**config.mk**
```make
export PLATFORM = sky130hd
export DESIGN_NAME = soc_ctrl_regs
export DESIGN_NICKNAME = d
export VERILOG_FILES = /design/src/rtl/soc_ctrl_pkg.sv /design/src/rtl/soc_ctrl_timer.sv /design/src/rtl/soc_ctrl_gpio.sv /design/src/rtl/soc_ctrl_dbg.sv /design/src/rtl/soc_ctrl_regs.sv
export SDC_FILE = /design/constraint.sdc
export NUM_CORES = 1
export LEC_CHECK = 0
export BUFFER_PORTS_ARGS = -buffer_cell sky130_fd_sc_hd__buf_2
export CAP_MARGIN = 30
export CORE_MARGIN = 5
export CORE_UTILIZATION = 39
export CTS_CLUSTER_SIZE = 30
export DETAILED_ROUTE_END_ITERATION = 10
export SYNTH_ARGS = -nofsm -noshare
export SYNTH_HDL_FRONTEND = slang
export SYNTH_SLANG_ARGS = --single-unit
```
**constraint.sdc**
```tcl
create_clock -name clk_i -period 5.25 [get_ports clk_i]
set_clock_uncertainty 0.05 [all_clocks]
set_input_delay 0 -clock clk_i [delete_from_list [all_inputs] [get_ports clk_i]]
set_output_delay 0 -clock clk_i [all_outputs]
set_load 0.05 [all_outputs]
```
**src/rtl/soc_ctrl_pkg.sv**
```systemverilog
package soc_ctrl_pkg;

  localparam int unsigned DATA_W  = 32;
  localparam int unsigned IDX_W   = 5;

  localparam logic [IDX_W-1:0] SLOT_GPIO_IN  = 5'd0;
  localparam logic [IDX_W-1:0] SLOT_GPIO_OUT = 5'd1;
  localparam logic [IDX_W-1:0] SLOT_GPIO_MSK = 5'd2;
  localparam logic [IDX_W-1:0] SLOT_CMD      = 5'd16;
  localparam logic [IDX_W-1:0] SLOT_SCRATCH  = 5'd20;
  localparam logic [IDX_W-1:0] SLOT_LOCK     = 5'd21;
  localparam logic [IDX_W-1:0] SLOT_FREQ     = 5'd29;
  localparam logic [IDX_W-1:0] SLOT_CAPS     = 5'd30;
  localparam logic [IDX_W-1:0] SLOT_ID       = 5'd31;

  localparam int unsigned TMR_FIRST_BASE = 4;
  localparam int unsigned TMR_STRIDE     = 4;

  localparam int unsigned CTL_EN_BIT   = 0;
  localparam int unsigned CTL_AUTO_BIT = 1;

  localparam logic [15:0] CMD_SHUTDOWN = 16'h000E;

  typedef enum logic [1:0] {
    TREG_CTRL = 2'd0,
    TREG_CMP  = 2'd1,
    TREG_CNT  = 2'd2,
    TREG_NONE = 2'd3
  } tmr_reg_e;

  function automatic logic [IDX_W-1:0] word_slot(input logic [IDX_W+1:0] byte_addr);
    return byte_addr[IDX_W+1:2];
  endfunction

  function automatic logic is_shutdown_cmd(input logic [DATA_W-1:0] data);
    return data[15:0] == CMD_SHUTDOWN;
  endfunction

  function automatic logic [DATA_W-1:0] tmr_next(input logic [DATA_W-1:0] cnt,
                                                 input logic [DATA_W-1:0] cmp);
    return (cnt == cmp) ? '0 : cnt + 1'b1;
  endfunction

  function automatic tmr_reg_e tmr_decode(input logic [IDX_W-1:0] slot,
                                          input int unsigned base);
    logic [IDX_W-1:0] off;
    off = slot - IDX_W'(base);
    if (slot < IDX_W'(base) || off > 5'd2) return TREG_NONE;
    return tmr_reg_e'(off[1:0]);
  endfunction

endpackage

```
**src/rtl/soc_ctrl_timer.sv**
```systemverilog
module soc_ctrl_timer
  import soc_ctrl_pkg::*;
#(
  parameter int unsigned BASE = 4
) (
  input  logic              clk_i,
  input  logic              rst_ni,
  input  logic              wr_en_i,
  input  logic [IDX_W-1:0]  slot_i,
  input  logic [DATA_W-1:0] wdata_i,
  output logic [DATA_W-1:0] ctrl_o,
  output logic [DATA_W-1:0] cmp_o,
  output logic [DATA_W-1:0] cnt_o,
  output logic              irq_o
);

  tmr_reg_e          sel;
  logic              wr_ctrl, wr_cmp, wr_cnt;
  logic              en_q, auto_q, irq_q;
  logic [DATA_W-1:0] cmp_q, cnt_q;
  logic              hit;

  assign sel     = tmr_decode(slot_i, BASE);
  assign wr_ctrl = wr_en_i && (sel == TREG_CTRL);
  assign wr_cmp  = wr_en_i && (sel == TREG_CMP);
  assign wr_cnt  = wr_en_i && (sel == TREG_CNT);

  assign hit = en_q && (cnt_q == cmp_q) && !wr_cnt;

  always_ff @(posedge clk_i or negedge rst_ni) begin
    if (!rst_ni) begin
      en_q   <= 1'b0;
      auto_q <= 1'b0;
    end else if (wr_ctrl) begin
      en_q   <= wdata_i[CTL_EN_BIT];
      auto_q <= wdata_i[CTL_AUTO_BIT];
    end else if (hit && !auto_q) begin
      en_q   <= 1'b0;
    end
  end

  always_ff @(posedge clk_i or negedge rst_ni) begin
    if (!rst_ni)     cmp_q <= '0;
    else if (wr_cmp) cmp_q <= wdata_i;
  end

  always_ff @(posedge clk_i or negedge rst_ni) begin
    if (!rst_ni)     cnt_q <= '0;
    else if (wr_cnt) cnt_q <= wdata_i;
    else if (en_q)   cnt_q <= tmr_next(cnt_q, cmp_q);
  end

  always_ff @(posedge clk_i or negedge rst_ni) begin
    if (!rst_ni) irq_q <= 1'b0;
    else         irq_q <= hit;
  end

  always_comb begin
    ctrl_o               = '0;
    ctrl_o[CTL_EN_BIT]   = en_q;
    ctrl_o[CTL_AUTO_BIT] = auto_q;
  end
  assign cmp_o = cmp_q;
  assign cnt_o = cnt_q;
  assign irq_o = irq_q;

  AST_ONESHOT_STOPS: assert property (@(posedge clk_i) disable iff (!rst_ni)
    (hit && !auto_q && !wr_ctrl) |=> !en_q);
  AST_HIT_IRQ: assert property (@(posedge clk_i) disable iff (!rst_ni)
    hit |=> irq_o);
  AST_HIT_WRAPS: assert property (@(posedge clk_i) disable iff (!rst_ni)
    hit |=> (cnt_q == '0));

endmodule

```
**src/rtl/soc_ctrl_gpio.sv**
```systemverilog
module soc_ctrl_gpio
  import soc_ctrl_pkg::*;
#(
  parameter int unsigned GPIO_W = 8,
  parameter logic [GPIO_W-1:0] STRAP = 1
) (
  input  logic              clk_i,
  input  logic              rst_ni,
  input  logic              wr_out_i,
  input  logic              wr_msk_i,
  input  logic [GPIO_W-1:0] wdata_i,
  input  logic [GPIO_W-1:0] pins_i,
  output logic [GPIO_W-1:0] in_o,
  output logic [GPIO_W-1:0] out_o,
  output logic [GPIO_W-1:0] msk_o,
  output logic              irq_o
);

  logic [GPIO_W-1:0] in_q, out_q, msk_q;
  logic [GPIO_W-1:0] changed;
  logic              irq_q;

  assign changed = (pins_i ^ in_q) & msk_q;

  always_ff @(posedge clk_i or negedge rst_ni) begin
    if (!rst_ni) begin
      in_q  <= STRAP;
      out_q <= '0;
      msk_q <= '0;
      irq_q <= 1'b0;
    end else begin
      in_q  <= pins_i;
      irq_q <= |changed;
      if (wr_out_i) out_q <= wdata_i;
      if (wr_msk_i) msk_q <= wdata_i;
    end
  end

  assign in_o  = in_q;
  assign out_o = out_q;
  assign msk_o = msk_q;
  assign irq_o = irq_q;

  AST_GPIO_MASKED: assert property (@(posedge clk_i) disable iff (!rst_ni)
    (msk_q == '0) |=> !irq_o);

endmodule

```
**src/rtl/soc_ctrl_dbg.sv**
```systemverilog
module soc_ctrl_dbg
  import soc_ctrl_pkg::*;
(
  input  logic              clk_i,
  input  logic              rst_ni,
  input  logic              wr_scratch_i,
  input  logic              wr_lock_i,
  input  logic              wr_cmd_i,
  input  logic              wr_id_i,
  input  logic [DATA_W-1:0] wdata_i,
  output logic [DATA_W-1:0] scratch_o,
  output logic              lock_o,
  output logic              sys_reset_req_o,
  output logic              shutdown_req_o
);

  logic [DATA_W-1:0] scratch_q;
  logic              lock_q, rst_req_q, shut_req_q;
  logic              cmd_hit;

  assign cmd_hit = wr_cmd_i && is_shutdown_cmd(wdata_i);

  always_ff @(posedge clk_i or negedge rst_ni) begin
    if (!rst_ni) begin
      scratch_q  <= '0;
      lock_q     <= 1'b0;
      rst_req_q  <= 1'b0;
      shut_req_q <= 1'b0;
    end else begin
      if (wr_scratch_i && !lock_q) scratch_q <= wdata_i;
      if (wr_lock_i) lock_q <= 1'b1;
      rst_req_q  <= wr_id_i;
      shut_req_q <= cmd_hit;
    end
  end

  assign scratch_o       = scratch_q;
  assign lock_o          = lock_q;
  assign sys_reset_req_o = rst_req_q;
  assign shutdown_req_o  = shut_req_q;

  AST_LOCK_STICKY: assert property (@(posedge clk_i) disable iff (!rst_ni)
    lock_q |=> lock_q);
  AST_SCRATCH_FROZEN: assert property (@(posedge clk_i) disable iff (!rst_ni)
    lock_q |=> $stable(scratch_q));
  AST_ID_WRITE_PULSE: assert property (@(posedge clk_i) disable iff (!rst_ni)
    wr_id_i |=> sys_reset_req_o);
  AST_SHUTDOWN_PULSE: assert property (@(posedge clk_i) disable iff (!rst_ni)
    cmd_hit |=> shutdown_req_o);
  AST_REQ_EXCLUSIVE: assert property (@(posedge clk_i) disable iff (!rst_ni)
    $onehot0({sys_reset_req_o, shutdown_req_o}));

endmodule

```
**src/rtl/soc_ctrl_regs.sv**
```systemverilog
module soc_ctrl_regs
  import soc_ctrl_pkg::*;
#(
  parameter int unsigned       GPIO_W    = 8,
  parameter int unsigned       NUM_TMR   = 2,
  parameter logic [GPIO_W-1:0] GPIO_STRAP = 1,
  parameter logic [31:0]       SYS_ID    = 32'h10014D31,
  parameter logic [31:0]       CLK_HZ    = 32'd80000000,
  parameter logic [31:0]       CAPS      = 32'h0
) (
  input  logic               clk_i,
  input  logic               rst_ni,
  input  logic               wr_en_i,
  input  logic               rd_en_i,
  input  logic [IDX_W+1:0]   addr_i,
  input  logic [DATA_W-1:0]  wdata_i,
  output logic [DATA_W-1:0]  rdata_o,
  output logic               rd_valid_o,
  input  logic [GPIO_W-1:0]  gpio_in_i,
  output logic [GPIO_W-1:0]  gpio_out_o,
  output logic               gpio_irq_o,
  output logic [NUM_TMR-1:0] tmr_irq_o,
  output logic               sys_reset_req_o,
  output logic               shutdown_req_o
);

  logic [IDX_W-1:0] slot;
  assign slot = word_slot(addr_i);

  // GPIO
  logic [GPIO_W-1:0] g_in, g_out, g_msk;

  soc_ctrl_gpio #(.GPIO_W(GPIO_W), .STRAP(GPIO_STRAP)) u_gpio (
    .clk_i    (clk_i),
    .rst_ni   (rst_ni),
    .wr_out_i (wr_en_i && slot == SLOT_GPIO_OUT),
    .wr_msk_i (wr_en_i && slot == SLOT_GPIO_MSK),
    .wdata_i  (wdata_i[GPIO_W-1:0]),
    .pins_i   (gpio_in_i),
    .in_o     (g_in),
    .out_o    (g_out),
    .msk_o    (g_msk),
    .irq_o    (gpio_irq_o)
  );
  assign gpio_out_o = g_out;

  // Timers
  logic [NUM_TMR-1:0][DATA_W-1:0] t_ctrl, t_cmp, t_cnt;

  for (genvar i = 0; i < NUM_TMR; i++) begin : g_tmr
    soc_ctrl_timer #(.BASE(TMR_FIRST_BASE + i * TMR_STRIDE)) u_tmr (
      .clk_i   (clk_i),
      .rst_ni  (rst_ni),
      .wr_en_i (wr_en_i),
      .slot_i  (slot),
      .wdata_i (wdata_i),
      .ctrl_o  (t_ctrl[i]),
      .cmp_o   (t_cmp[i]),
      .cnt_o   (t_cnt[i]),
      .irq_o   (tmr_irq_o[i])
    );
  end

  // Debug, command port and request pulses
  logic [DATA_W-1:0] scratch;
  logic              lock;

  soc_ctrl_dbg u_dbg (
    .clk_i           (clk_i),
    .rst_ni          (rst_ni),
    .wr_scratch_i    (wr_en_i && slot == SLOT_SCRATCH),
    .wr_lock_i       (wr_en_i && slot == SLOT_LOCK),
    .wr_cmd_i        (wr_en_i && slot == SLOT_CMD),
    .wr_id_i         (wr_en_i && slot == SLOT_ID),
    .wdata_i         (wdata_i),
    .scratch_o       (scratch),
    .lock_o          (lock),
    .sys_reset_req_o (sys_reset_req_o),
    .shutdown_req_o  (shutdown_req_o)
  );

  // Read mux
  logic [DATA_W-1:0] rd_mux;

  always_comb begin
    rd_mux = '0;
    unique case (slot)
      SLOT_GPIO_IN:  rd_mux = DATA_W'(g_in);
      SLOT_GPIO_OUT: rd_mux = DATA_W'(g_out);
      SLOT_GPIO_MSK: rd_mux = DATA_W'(g_msk);
      SLOT_CMD:      rd_mux = DATA_W'(1);
      SLOT_SCRATCH:  rd_mux = scratch;
      SLOT_LOCK:     rd_mux = DATA_W'(lock);
      SLOT_FREQ:     rd_mux = CLK_HZ;
      SLOT_CAPS:     rd_mux = CAPS;
      SLOT_ID:       rd_mux = SYS_ID;
      default:       rd_mux = '0;
    endcase
    for (int i = 0; i < NUM_TMR; i++) begin
      unique case (tmr_decode(slot, TMR_FIRST_BASE + i * TMR_STRIDE))
        TREG_CTRL: rd_mux = t_ctrl[i];
        TREG_CMP:  rd_mux = t_cmp[i];
        TREG_CNT:  rd_mux = t_cnt[i];
        default:   ;
      endcase
    end
  end

  always_ff @(posedge clk_i or negedge rst_ni) begin
    if (!rst_ni) begin
      rdata_o    <= '0;
      rd_valid_o <= 1'b0;
    end else begin
      rd_valid_o <= rd_en_i;
      if (rd_en_i) rdata_o <= rd_mux;
    end
  end

  AST_READ_LATENCY: assert property (@(posedge clk_i) disable iff (!rst_ni)
    rd_en_i |=> rd_valid_o);
  AST_ID_CONSTANT: assert property (@(posedge clk_i) disable iff (!rst_ni)
    (rd_en_i && slot == SLOT_ID) |=> (rdata_o == SYS_ID));

endmodule

```
==> results.md, run 1 <==
- The run finished with clean final reports.
- Using the TritonRoute via totals, the vias-per-cell ratio works out to 5.93.
- The number of flops mapped to enable cells by yosys is 0.
- The power after layout is 5.61 mW.
- The number of global-route vias before repair is 10235.
- Subtracting the final worst setup slack from the clock period gives 3350 ps.
- Setup violations remaining at the end of the flow were counted as 0.
- The number of distinct standard cells referenced by the synthesized netlist is a little over 60.
- The cell with the largest stage delay on the worst path is sky130_fd_sc_hd__and2_1.
- TritonCTS created 25 clock buffers.
- The floorplan step defined a die boundary enclosing between 30000 and 40000 µm².
- The total of flip-flops plus latches after synthesis is 227.
- For this run, the post-layout net count is 1437.
- During synthesis, Yosys emitted a total of 0 warnings.
- The initial antenna violation count is 0.
- For this run, asynchronously set or reset flops after synthesis account for 100%.
- The maximum resistive drop on vdd is 0.239 mV.
- The data required time of the worst path is 5590 ps.
- The final layout contains routed wiring with a total length of roughly 39000 µm.
- Summed over its instances, the top area cell type makes up between 40 and 50% of the synthesized netlist area.
- The maximum fanout count along the critical path is 32.
- The most common cell in the synthesized netlist is sky130_fd_sc_hd__dfrtp_1.
- The flip-flop cell with the highest count after synthesis is sky130_fd_sc_hd__dfrtp_1.
- In this run the post-CTS setup repair buffer count came out at 0.
- After detailed placement, the design holds a cell count of roughly 1700.
- The count of nets left with antenna violations once routing finished came out at 0.
- Ranked by total cell area, the synthesized netlist is headed by sky130_fd_sc_hd__dfrtp_1 (46%), sky130_fd_sc_hd__mux2_2 (10%), sky130_fd_sc_hd__xor2_1 (5.4%), sky130_fd_sc_hd__nand2_1 (4.1%), sky130_fd_sc_hd__nor2_1 (3.7%).
- The fraction of layout instances using a drive strength above 1 is 20.0%.
- The post-route standard cell area excluding fillers is 14400 µm².
- The first global-routing pass estimated approximately 62000 µm of wire.
- In the routed design, unresolved DRC markers number 0.
- The signal on the critical path passes through dlygate4sd3_1 -> buf_2 -> inv_1 -> ha_1 -> nor2b_1 -> or4_1 -> nor3_2 -> buf_4 -> and2_1 -> nand2_1 -> o311ai_0.
- The chip height is around 190 µm.
- The commonest cells after synthesis are sky130_fd_sc_hd__dfrtp_1 (226), sky130_fd_sc_hd__nand2_1 (135), sky130_fd_sc_hd__nor2_1 (122).
- The path category of the worst min-delay check is in -> async.
- The routed layout has approximately 11000 vias.
- The half-perimeter wire length of the detailed placement result is 27100 µm.
- The peak per-stage delay on the critical path is ~770 ps.
- Entering global routing, the biggest net connects 120 pins.
- Routability-driven placement finished with a final weighted congestion of ~0.86.
- The total power divided by cell area is between 300 and 400 nW/µm².
- The maximum count of clock buffers along a single path is 3.
- The number of search-and-repair iterations in the first detailed-routing pass is 7.
- The all-layer global routing usage is 21.7%.
- The initial utilization of the core area, before any placement, comes to 39.5%.
- The clock sink count is 227.
- Setup repair after global routing left no endpoint under its margin.
- The non-filler instance count after layout is 1791.
- For this run the aggregate overflow at the end of global routing stands at 0.
- The mapped netlist covers ~12000 µm².
- STA classifies the critical path endpoint as a flip-flop.
- When the netlist entered floorplanning its net count stood at 1345.
- The count of endpoints failing hold in the final timing report is 0.
- Data on the critical path arrives at its endpoint at 3690 ps.
- At the pin with the least slew margin, the transition time is ~980 ps.
- The mean post-synth cell area is roughly 9.7 µm².
- In the final routed layout, each cell accounts on average for 22.1 µm.
- In this run the number of H-tree levels came out at 1.
- The reported leakage power is 6.23 nW.
- For the worst-skew pair, the clock arrives at the later sink with an insertion delay of around 540 ps.
- Measured against its own limit, the worst slew margin works out to 34.3%.
- The number of antenna diodes in the final layout is 0.
- The clock tree root buffer cell is sky130_fd_sc_hd__clkbuf_16.
- The type of the worst setup path is in -> reg.
- Row generation in the floorplan step produced 65 rows.
- STA classifies the critical path startpoint as an input pin.
- The post-synthesis instance total is 1283.
- The post-route clock period utilization is 63.8%.
- The clock tree from TritonCTS is built.
- The synthesized design spends more area on one cell type than any other, namely sky130_fd_sc_hd__dfrtp_1.
- The area overhead of the layout relative to synthesis is 16.2%.
- After floorplanning, the core was sized to cover 31500 µm².
- The tool flagged a number of max-cap violations equal to 0.
- The final max-slew violation count is 0.
- Clock-pin slew was measured on the worst setup and hold paths at roughly 60 ps.
- The I/O pin total is 97.
- For this block, the initial DRC count from the detailed router was 947.
- For this run, the register share of the synthesized area comes to around 46%.
- Buffers placed on the I/O ports in this run total 94.
- The placed standard-cell area is 13200 µm².
- For the final routed database, the setup TNS stands at 0 ps.
- The floorplan step set the die width to 189 µm.
- The worst hold slack is 46.2 ps.
- Timing would allow up to 299 MHz.
[sequential cells by signal (all words and copies together) (netlist names), 2 cells and up]
| register | flops |
|---|---|
| g_tmr.u_tmr.cnt_o | 64 |
| g_tmr.u_tmr.auto_q | 2 |
| u_gpio.msk_o | 8 |
| rdata_o | 32 |
| g_tmr.u_tmr.cmp_o | 64 |
| g_tmr.u_tmr.en_q | 2 |
| g_tmr.u_tmr.irq_o | 2 |
| u_dbg.scratch_o | 32 |
| u_gpio.out_o | 8 |
| u_gpio.in_o | 8 |
[worst max-delay path, delay by kind of cell]
family          cells  cell delay, ps
simple gates        5            1810
fa+ha+maj           1             310
buf+inv             4            1390
compound gates      1             150
[cell families after synthesis]
group | Yosys count | synth area share (%)
AO/OA/AOI/OAI | 299 | 16.3
XOR/XNOR | 79 | 5.57
adder cells (fa/ha/maj) | 11 | 1.11
buffers and inverters | 116 | 3.64
flip-flops | 227 | 45.7
multiplexers | 121 | 10.9
AND/OR/NAND/NOR | 430 | 16.8
[metal layers]
metal | part of all wire, % | routed length, µm | GRT usage (%) | vias to the layer above
met5 | 0 | 0 | 0 | -
met4 | 3.6 | 1420 | 7.20 | 0
met3 | 5.3 | 2080 | 2.87 | 74
met2 | 46 | 18200 | 34.6 | 364
met1 | 45 | 17800 | 30.8 | 5291
li1 | - | - | - | 4887
[report_power, final]
group / internal [mW] / switching, mW / leakage, nW / total (mW)
Clock: 0.948 / 0.721 / 0.372 / 1.67
Combinational: 0.556 / 0.797 / 3.11 / 1.35
Sequential: 2.11 / 0.475 / 2.75 / 2.59
Total: 3.62 / 1.99 / 6.23 / 5.61
[repair_timing]
| action | 4_1_cts | 5_1_grt |
|---|---|---|
| gates resized for setup | 0 | 0 |
| endpoints found under the hold margin | 300 | 0 |
| hold buffers | 45 | 0 |
| setup endpoints to repair | 0 | 0 |
[layout by cell type, fill, tap and decap left out, types with 10 or more instances in the layout]
master and count:
sky130_fd_sc_hd__nand3_1 25, sky130_fd_sc_hd__o2111ai_1 18, sky130_fd_sc_hd__a21oi_1 63, sky130_fd_sc_hd__and3_1 22, sky130_fd_sc_hd__clkbuf_16 25, sky130_fd_sc_hd__dfrtp_1 226
sky130_fd_sc_hd__a221oi_1 15, sky130_fd_sc_hd__inv_1 20, sky130_fd_sc_hd__nor3_1 16, sky130_fd_sc_hd__nor4_1 22, sky130_fd_sc_hd__o21ai_0 66, sky130_fd_sc_hd__buf_2 94
sky130_fd_sc_hd__nor2b_1 10, sky130_fd_sc_hd__a222oi_1 17, sky130_fd_sc_hd__nand4_1 20, sky130_fd_sc_hd__a31oi_1 28, sky130_fd_sc_hd__mux2_2 113, sky130_fd_sc_hd__a22oi_1 28
sky130_fd_sc_hd__o22a_1 18, sky130_fd_sc_hd__nand3b_1 20, sky130_fd_sc_hd__xor2_1 77, sky130_fd_sc_hd__nor2_1 122, sky130_fd_sc_hd__nand2_1 135, sky130_fd_sc_hd__buf_4 19
sky130_fd_sc_hd__dlygate4sd3_1 45, sky130_fd_sc_hd__ha_1 11
[final cells by class]
cell class,instances,area (µm²)
Clock buffer,33,676
Timing Repair Buffer,161,1120
Fill cell,3022,17000
Clock inverter,8,72.6
Tap cell,402,503
Multi-Input combinational cell,940,6320
Sequential cell,227,5680
Inverter,20,75.1
[final timing paths]
kind / startpoint / endpoint / slack (ps) / depth (start not counted)
setup / recovery: addr_i[6] / g_tmr[0].u_tmr.cnt_o[28]$_DFFE_PN0P_ / 1900 / 11
hold / removal: rst_ni / g_tmr[0].u_tmr.cnt_o[2]$_DFFE_PN0P_ / 50 / 2
setup reg to reg: g_tmr[0].u_tmr.cnt_o[22]$_DFFE_PN0P_ / g_tmr[0].u_tmr.cnt_o[28]$_DFFE_PN0P_ / 2150 / 8
hold reg to reg: u_dbg.scratch_o[0]$_DFFE_PN0P_ / u_dbg.scratch_o[0]$_DFFE_PN0P_ / 440 / 2
max in group asynchronous: rst_ni / rdata_o[20]$_DFFE_PN0P_ / 3940 / 3
min in group clk_i: addr_i[3] / rdata_o[4]$_DFFE_PN0P_ / 50 / 4
[stage by stage]
step                util [%]  setup WS, ps
CTS                     45.9          2000
floorplan                  -          2670
detailed placement      42.1          1990
global route            45.9          1650
global placement        42.0          2020
finish                  45.9          1900
No activity file was read; power rests on OpenSTA's default activity.
==> run 2: changes to the inputs <==
==> constraint.sdc (replaced) <==
create_clock -name clk_i -period 2.85 [get_ports clk_i]
set_clock_uncertainty 0.05 [all_clocks]
set_input_delay 0 -clock clk_i [delete_from_list [all_inputs] [get_ports clk_i]]
set_output_delay 0 -clock clk_i [all_outputs]
set_load 0.05 [all_outputs]
==> run 2 against run 1 <==
  * Clock-buffer cell count rose by 5
  * Wire length up 2.9%
  * Combinational power up 110%
  * Critical path type is now reg -> reg
  * Hold slack gained 13 ps
  * Sequential share of layout area is 1.3 points lower
  * Sequential power up 78%
==> results.md, run 2 (synthesis gave the netlist of run 1 again) <==
- The number of maximum-capacitance constraint violations was 0 (unchanged).
- The maximum count of clock buffers along a single path came to 3 (unchanged).
- The share of total power in sequential cells is 42.8% (was 46.1%).
- The final setup violation count came to 0 (unchanged).
- The peak clock frequency supported by timing is 373 MHz.
- The post-CTS setup repair buffer count was 0 (unchanged).
- The path category of the worst min-delay check is in -> async (unchanged).
- The switching power of the nets was 3.76 mW (was 1.99 mW).
- The routed design could run at a clock period as short as 2680 ps.
- The I/O pin total is 97 (unchanged).
- The post-route standard cell area excluding fillers was 15000 µm² (was 14400 µm²).
- The diode insertion count for antenna repair came to 0 (unchanged).
- The initial core utilization was 39.5% (unchanged).
- The global-route wire length before repair is 64100 µm (was 61600 µm).
- The slew at the pin closest to its max-slew limit is 776 ps (was 981 ps).
- The half-perimeter wire length of the detailed placement result is 28900 µm (was 27100 µm).
- The pin count of the biggest net entering global routing is 98 (was 120).
- The chip height came to 189 µm (unchanged).
- The routed wire length came to 40600 µm (was 39500 µm).
- The clock sink count is 227 (unchanged).
- The number of clock buffers inserted by TritonCTS is 26 (was 25).
- The maximum fanout count along the critical path came to 7 (was 32).
- The internal portion of total power is 7.01 mW (was 3.62 mW).
- The final critical path takes up 94.0% of the cycle.
- The placed standard-cell area is 13700 µm² (was 13200 µm²).
- The arrival time reported for the critical path endpoint was 3080 ps (was 3690 ps).
- The remaining antenna violation count after routing is 0 (unchanged).
- Result of the run: finished, final reports clean (unchanged).
- The kind of end point of the critical path is a flip-flop (unchanged).
- The floorplan row count came to 65 (unchanged).
- The area overhead of the layout relative to synthesis was 20.3% (was 16.2%).
- The combinational cell fraction of total power was 26.9% (was 24.1%).
- The maximum resistive drop on vdd was 0.454 mV (was 0.239 mV).
- The detailed-route wire length per cell is 22.1 µm (about the same).
- The data required time of the worst path came to 3250 ps (was 5590 ps).
- The final setup TNS came to 0 ps (unchanged).
- The via count was 10906 (was 10616).
- The clock tree from TritonCTS is built (unchanged).
- The type of the worst setup path is reg -> reg (was in -> reg).
- The global placer's final weighted congestion is 0.926 (was 0.864).
- The clock latency on the worst-skew pair is 530 ps (was 540 ps).
- The fraction of layout instances using a drive strength above 1 is 22.9% (was 20.0%).
- The number of search-and-repair iterations in the first detailed-routing pass is 6 (was 7).
- The count of endpoints failing hold in the final timing report came to 0 (unchanged).
- The leading cell type in the layout, fill and taps excluded is sky130_fd_sc_hd__dfrtp_1 (unchanged).
- The count of unresolved DRC violations after routing is 0 (unchanged).
- The number of H-tree levels is 1 (unchanged).
- The flop-to-flop setup slack was 170 ps (was 2150 ps).
- The detailed-route vias per instance is 5.92 (was 5.93).
- The final core area utilization is 47.5% (was 45.9%).
- The fraction of power spent switching nets was 34.9% (was 35.5%).
- The clock-pin transition on the worst setup and hold timing paths came to 60 ps (about the same).
- The number of global-route vias before repair is 10856 (was 10235).
- The power after layout is 10.8 mW (was 5.61 mW).
- The initial antenna violation count came to 0 (unchanged).
- The type of element launching the critical path is a flip-flop (was input pin).
- The placeable core region is 31500 µm² (unchanged).
- The total placed cells including tap cells is 1752 (was 1705).
- The clock tree root buffer cell is sky130_fd_sc_hd__clkbuf_16 (unchanged).
- The proportion of power drawn by the clock network came to 30.3% (was 29.8%).
- The worst relative slew slack is 48.3% (was 34.3%).
- The die outline width is 189 µm (unchanged).
- Commonest cells after routing, fill and taps aside: sky130_fd_sc_hd__dfrtp_1 (226), sky130_fd_sc_hd__nand2_1 (135), sky130_fd_sc_hd__nor2_1 (121) (was sky130_fd_sc_hd__dfrtp_1 (226), sky130_fd_sc_hd__nand2_1 (135), sky130_fd_sc_hd__nor2_1 (122)).
- The net total in the final layout is 1485 (was 1437).
- The die area was 35500 µm² (unchanged).
- The reported leakage power is 6.51 nW (was 6.23 nW).
- Unrepaired setup endpoints after global routing: no (unchanged).
- The non-filler instance count after layout is 1841 (was 1791).
- The number of input and output port buffers inserted is 94 (unchanged).
- The final max-slew violation count is 0 (unchanged).
- The total power divided by cell area is 720 nW/µm² (was 388 nW/µm²).
- The sum of overflow across all layers after global routing is 0 (unchanged).
- The all-layer global routing usage is 22.7% (was 21.7%).
- The number of violations reported at the end of detailed-routing iteration 0 is 957 (was 947).
[run 2: final cells by class]
| type | count | area [µm²] |
|---|---|---|
| Fill cell | 2954 | 16500 |
| Clock buffer | 38 | 767 |
| Sequential cell | 227 | 5680 |
| Multi-Input combinational cell | 940 | 6320 |
| Timing Repair Buffer | 208 | 1550 |
| Clock inverter | 6 | 57.6 |
| Tap cell | 402 | 503 |
| Inverter | 20 | 75.1 |
[run 2: path summary, 6_finish.rpt]
check	from	end	cells after the start
setup / recovery	g_tmr[1].u_tmr.cnt_o[6]$_DFFE_PN0P_	g_tmr[1].u_tmr.cnt_o[28]$_DFFE_PN0P_	6
hold / removal	rst_ni	rdata_o[8]$_DFFE_PN0P_	2
setup reg to reg	g_tmr[1].u_tmr.cnt_o[6]$_DFFE_PN0P_	g_tmr[1].u_tmr.cnt_o[28]$_DFFE_PN0P_	6
hold reg to reg	rdata_o[12]$_DFFE_PN0P_	rdata_o[12]$_DFFE_PN0P_	1
max in group asynchronous	rst_ni	g_tmr[1].u_tmr.cnt_o[20]$_DFFE_PN0P_	3
min in group clk_i	addr_i[3]	rdata_o[4]$_DFFE_PN0P_	4
[run 2: repair_timing]
| action | CTS | global route |
|---|---|---|
| gates resized for setup | 0 | 2 |
| endpoints found under the hold margin | 287 | 0 |
| setup endpoints to repair | 0 | 3 |
| hold buffers | 45 | 0 |
[run 2: critical path: stages, from the launching register on]
cell and delay (ps):
sky130_fd_sc_hd__dfrtp_1 490, sky130_fd_sc_hd__nand4_2 210, sky130_fd_sc_hd__or4_1 530, sky130_fd_sc_hd__or4_4 570
sky130_fd_sc_hd__or4_1 430, sky130_fd_sc_hd__a21o_1 190, sky130_fd_sc_hd__a21oi_2 120
[run 2: layer usage]
layer | global-route usage, % | vias up | wire (µm)
met3 | 3.04 | 81 | 2680
met2 | 36.3 | 440 | 18700
met1 | 31.8 | 5402 | 17700
met4 | 7.76 | 0 | 1580
li1 | - | 4983 | -
met5 | 0 | - | 0
[run 2: power groups by stage]
| stage | Clock (mW) | Combinational, mW | Sequential (mW) |
|---|---|---|---|
| 2_1_floorplan | 0 | 1.60 | 4.69 |
| 3_3_place_gp | 0 | 2.77 | 4.62 |
| 3_5_place_dp | 0 | 2.81 | 4.65 |
| 4_1_cts | 3.34 | 2.88 | 4.60 |
| 5_1_grt | 3.48 | 3.14 | 4.70 |
| 6_report | 3.27 | 2.90 | 4.60 |
[run 2: stage by stage]
step | hold slack (ps) | setup WS, ps
floorplan | -346 | 271
global placement | 63.7 | 281
detailed placement | 55.4 | 203
CTS | 50.9 | 156
global route | 86.2 | 66.0
finish | 59.5 | 172
==> run 3: changes to the inputs <==
--- a/config.mk
+++ b/config.mk
@@ -5,6 +5,7 @@
 export SDC_FILE = /design/constraint.sdc
 export NUM_CORES = 1
 export LEC_CHECK = 0
+export ABC_AREA = 1
 export BUFFER_PORTS_ARGS = -buffer_cell sky130_fd_sc_hd__buf_2
 export CAP_MARGIN = 30
 export CORE_MARGIN = 5
==> run 3 against run 2 <==
  * Synthesized cell count rose by 72%
  * Flip-flop and latch count did not move
  * Sequential power rose by 3%
  * Sequential share of layout area fell by 4.0 points
  * Final area rose by 12%
  * Largest cell class unchanged
==> results.md, run 3 <==
- The mean post-synth cell area is 6.47 µm² (was 9.69 µm²).
- The clock-pin transition on the worst setup and hold timing paths is 60 ps (about the same).
- The initial antenna violation count came to 0 (unchanged).
- The global placer's final weighted congestion came to 0.931 (was 0.926).
- The critical path's most frequent cell was sky130_fd_sc_hd__dlygate4sd3_1 (was sky130_fd_sc_hd__or4_1).
- The combined buffer and inverter count along the critical path is 6 (was 0).
- Commonest cells after routing, fill and taps aside: sky130_fd_sc_hd__nand2_1 (831), sky130_fd_sc_hd__inv_1 (308), sky130_fd_sc_hd__nor2_1 (257) (was sky130_fd_sc_hd__dfrtp_1 (226), sky130_fd_sc_hd__nand2_1 (135), sky130_fd_sc_hd__nor2_1 (121)).
- The kind of end point of the critical path is a flip-flop (unchanged).
- The proportion of synthesized chip area in sequential cells is 39.7% (was 45.7%).
- The summed instance area of the synthesized netlist came to 14300 µm² (was 12400 µm²).
- The worst relative slew slack is 51.0% (was 48.3%).
- The die outline width is 201 µm (was 189 µm).
- The clock tree root buffer cell is sky130_fd_sc_hd__clkbuf_16 (unchanged).
- The launching element of the worst setup path is wdata_i[3] (was g_tmr[1].u_tmr.cnt_o[6]$_DFFE_PN0P_).
- The count of endpoints failing hold in the final timing report is 0 (unchanged).
- The post-route standard cell area excluding fillers is 16700 µm² (was 15000 µm²).
- The detailed-route wire length per cell is 17.9 µm (was 22.1 µm).
- The maximum fanout count along the critical path is 8 (was 7).
- The proportion of netlist area held by the largest area contributor is 39.6% (was 45.5%).
- The fraction of layout instances using a drive strength above 1 came to 8.23% (was 22.9%).
- The placeable core region came to 36400 µm² (was 31500 µm²).
- The post-CTS setup repair buffer count was 0 (unchanged).
- The share of async-settable or async-resettable flops after synthesis is 100% (unchanged).
- The slew at the pin closest to its max-slew limit was 732 ps (was 776 ps).
- The sum of overflow across all layers after global routing is 0 (unchanged).
- The type of the worst setup path is in -> reg (was reg -> reg).
- The final setup violation count is 0 (unchanged).
- The total power divided by cell area is 716 nW/µm² (was 720 nW/µm²).
- The routed wire length came to 50300 µm (was 40600 µm).
- Leading cell types by count after synthesis: sky130_fd_sc_hd__nand2_1 (831), sky130_fd_sc_hd__inv_1 (308), sky130_fd_sc_hd__nor2_1 (257) (was sky130_fd_sc_hd__dfrtp_1 (226), sky130_fd_sc_hd__nand2_1 (135), sky130_fd_sc_hd__nor2_1 (122)).
- The count of unresolved DRC violations after routing is 0 (unchanged).
- The number of global-route vias before repair is 13691 (was 10856).
- Unrepaired setup endpoints after global routing: no (unchanged).
- The reported leakage power is 8.59 nW (was 6.51 nW).
- The area overhead of the layout relative to synthesis was 16.9% (was 20.3%).
- The number of input and output port buffers inserted was 94 (unchanged).
- The type of element launching the critical path was an input pin (was flip-flop).
- The number of H-tree levels came to 1 (unchanged).
- The time the final worst path needs with I/O delays and setup is 2540 ps (was 2680 ps).
- The number of distinct standard cells referenced by the synthesized netlist is 33 (was 62).
- The number of maximum-capacitance constraint violations is 0 (unchanged).
- The I/O pin total is 97 (unchanged).
- The peak per-stage delay on the critical path is 590 ps (was 570 ps).
- The final max-slew violation count was 0 (unchanged).
- The post-synthesis instance total is 2209 (was 1283).
- The number of violations reported at the end of detailed-routing iteration 0 is 1297 (was 957).
- The origin of the critical flop-to-flop path is g_tmr[1].u_tmr.cnt_o[25]$_DFFE_PN0P_ (was g_tmr[1].u_tmr.cnt_o[6]$_DFFE_PN0P_).
- The leading area contributor after synthesis is sky130_fd_sc_hd__dfrtp_1 (unchanged).
- The maximum count of clock buffers along a single path was 3 (unchanged).
- CP cell instances: dlygate4sd3_1 -> buf_2 -> inv_1 -> nor4_1 -> dlygate4sd3_1 -> nand3_1 -> dlygate4sd3_1 -> nor4_1 -> dlygate4sd3_1 (was nand4_2 -> or4_1 -> or4_4 -> or4_1 -> a21o_1 -> a21oi_2).
- The clock tree from TritonCTS is built (unchanged).
- The arrival time reported for the critical path endpoint was 3000 ps (was 3080 ps).
- Result of the run: finished, final reports clean (unchanged).
- The number of warnings printed during yosys synthesis is 0 (unchanged).
- The number of clock buffers inserted by TritonCTS was 28 (was 26).
- The clock latency on the worst-skew pair is 570 ps (was 530 ps).
- The total of flip-flops plus latches after synthesis is 227 (unchanged).
- The die area came to 40600 µm² (was 35500 µm²).
- The all-layer global routing usage is 24.4% (was 22.7%).
- The global-route wire length before repair came to 79700 µm (was 64100 µm).
- The peak clock frequency supported by timing is 394 MHz (was 373 MHz).
- The floorplan row count is 70 (was 65).
- The half-perimeter wire length of the detailed placement result is 36400 µm (was 28900 µm).
- The final setup TNS is 0 ps (unchanged).
- The cell with the most instances after synthesis was sky130_fd_sc_hd__nand2_1 (was sky130_fd_sc_hd__dfrtp_1).
- The worst hold slack came to 47.4 ps (was 59.5 ps).
- The leading cell type in the layout, fill and taps excluded is sky130_fd_sc_hd__nand2_1 (was sky130_fd_sc_hd__dfrtp_1).
- The net total in the final layout is 2385 (was 1485).
- The path category of the worst min-delay check is in -> reg (was in -> async).
- The number of search-and-repair iterations in the first detailed-routing pass came to 5 (was 6).
- The remaining antenna violation count after routing was 0 (unchanged).
- The maximum resistive drop on vdd is 0.476 mV (was 0.454 mV).
- The clock sink count came to 227 (unchanged).
- The diode insertion count for antenna repair came to 0 (unchanged).
- The data required time of the worst path is 3310 ps (was 3250 ps).
- The chip height was 201 µm (was 189 µm).
- The cell with the largest stage delay on the worst path is sky130_fd_sc_hd__dlygate4sd3_1 (was sky130_fd_sc_hd__or4_4).
- The post-route clock period utilization is 89.1% (was 94.0%).
- The cell type group with the largest total delay on the critical path is buffers and inverters (was simple AND/OR/NAND/NOR gates).
- The initial core utilization came to 39.2% (was 39.5%).
- Top post-synthesis cells by area: sky130_fd_sc_hd__dfrtp_1 (40%), sky130_fd_sc_hd__nand2_1 (22%), sky130_fd_sc_hd__inv_1 (8.1%), sky130_fd_sc_hd__nor2_1 (6.7%), sky130_fd_sc_hd__nand4_1 (3.8%) (was sky130_fd_sc_hd__dfrtp_1 (46%), sky130_fd_sc_hd__mux2_2 (10%), sky130_fd_sc_hd__xor2_1 (5.4%), sky130_fd_sc_hd__nand2_1 (4.1%), sky130_fd_sc_hd__nor2_1 (3.7%)).
- The detailed-route vias per instance was 5.13 (was 5.92).
- In this run the most critical hold path is launched from gpio_in_i[6].
- The pin count of the biggest net entering global routing was 69 (was 98).
- The flip-flop cell with the highest count after synthesis is sky130_fd_sc_hd__dfrtp_1 (unchanged).
- The via count is 14433 (was 10906).
- The net count after synthesis is 2271 (was 1345).
- The number of flops mapped to enable cells by yosys was 0 (unchanged).
- The placed standard-cell area came to 15200 µm² (was 13700 µm²).
[run 3: cell types whose count changed after synthesis, sizes merged, moves of 67 or more]
cell | before | now
inv | 20 | 313
mux2 | 113 | 0
nand2 | 135 | 834
nand3 | 26 | 98
nand4 | 21 | 88
nor2 | 122 | 263
o21ai | 66 | 134
[run 3: final cells by class]
class | count | area, µm²
fill | 3801 | 19700
tap | 468 | 586
clock buffer | 43 | 837
timing repair buffer | 176 | 1300
inverter | 313 | 1170
sequential | 227 | 5680
multi-input combinational | 1577 | 7030
clock inverter | 9 | 109
[run 3: final timing paths]
kind	end	slack, ps	depth (start not counted)
worst max-delay path	u_dbg.shutdown_req_o$_DFF_PN0_	310	9
worst min-delay path	u_gpio.in_o[6]$_DFF_PN0_	50	2
worst max register to register	g_tmr[1].u_tmr.cnt_o[21]$_DFFE_PN0P_	610	12
worst min register to register	rdata_o[1]$_DFFE_PN0P_	430	2
max in group asynchronous	u_dbg.scratch_o[26]$_DFFE_PN0P_	1710	4
min in group asynchronous	u_gpio.in_o[0]$_DFF_PN1_	540	3
[run 3: metal layers]
metal	track usage, %	part of all wire (%)
met4	6.54	3.0
met3	2.82	5.8
met5	0	0
met1	35.8	47
met2	38.4	44
[run 3: logic make-up after synthesis]
kind of cell               share of synthesized area (%)
xor gates and xnor gates                            2.70
and+or+nand+nor                                     36.8
AOI/OAI and AO/OA                                   8.64
buffers and inverters                               11.1
adders and majority gates                          0.963
DFF                                                 39.7
[run 3: power breakdown]
part | total, mW | internal, mW | switching [mW]
Sequential | 4.75 | 3.86 | 0.890
Combinational | 3.54 | 1.22 | 2.32
Clock | 3.67 | 2.20 | 1.48
[run 3: what timing repair did]
item,CTS,global route
resized for setup,0,0
hold buffers,53,0
endpoints found under the setup margin,0,0
hold endpoints to repair,435,0
[run 3: through the flow]
stage	setup WS (ps)	power (mW)	util, %	instances
2_1_floorplan	1270	7.05	-	2209
3_3_place_gp	552	8.17	41.8	2708
3_5_place_dp	492	8.23	41.8	2708
4_1_cts	393	12.0	45.9	2813
5_1_grt	248	12.8	45.9	2813
6_report	311	12.0	45.9	2813
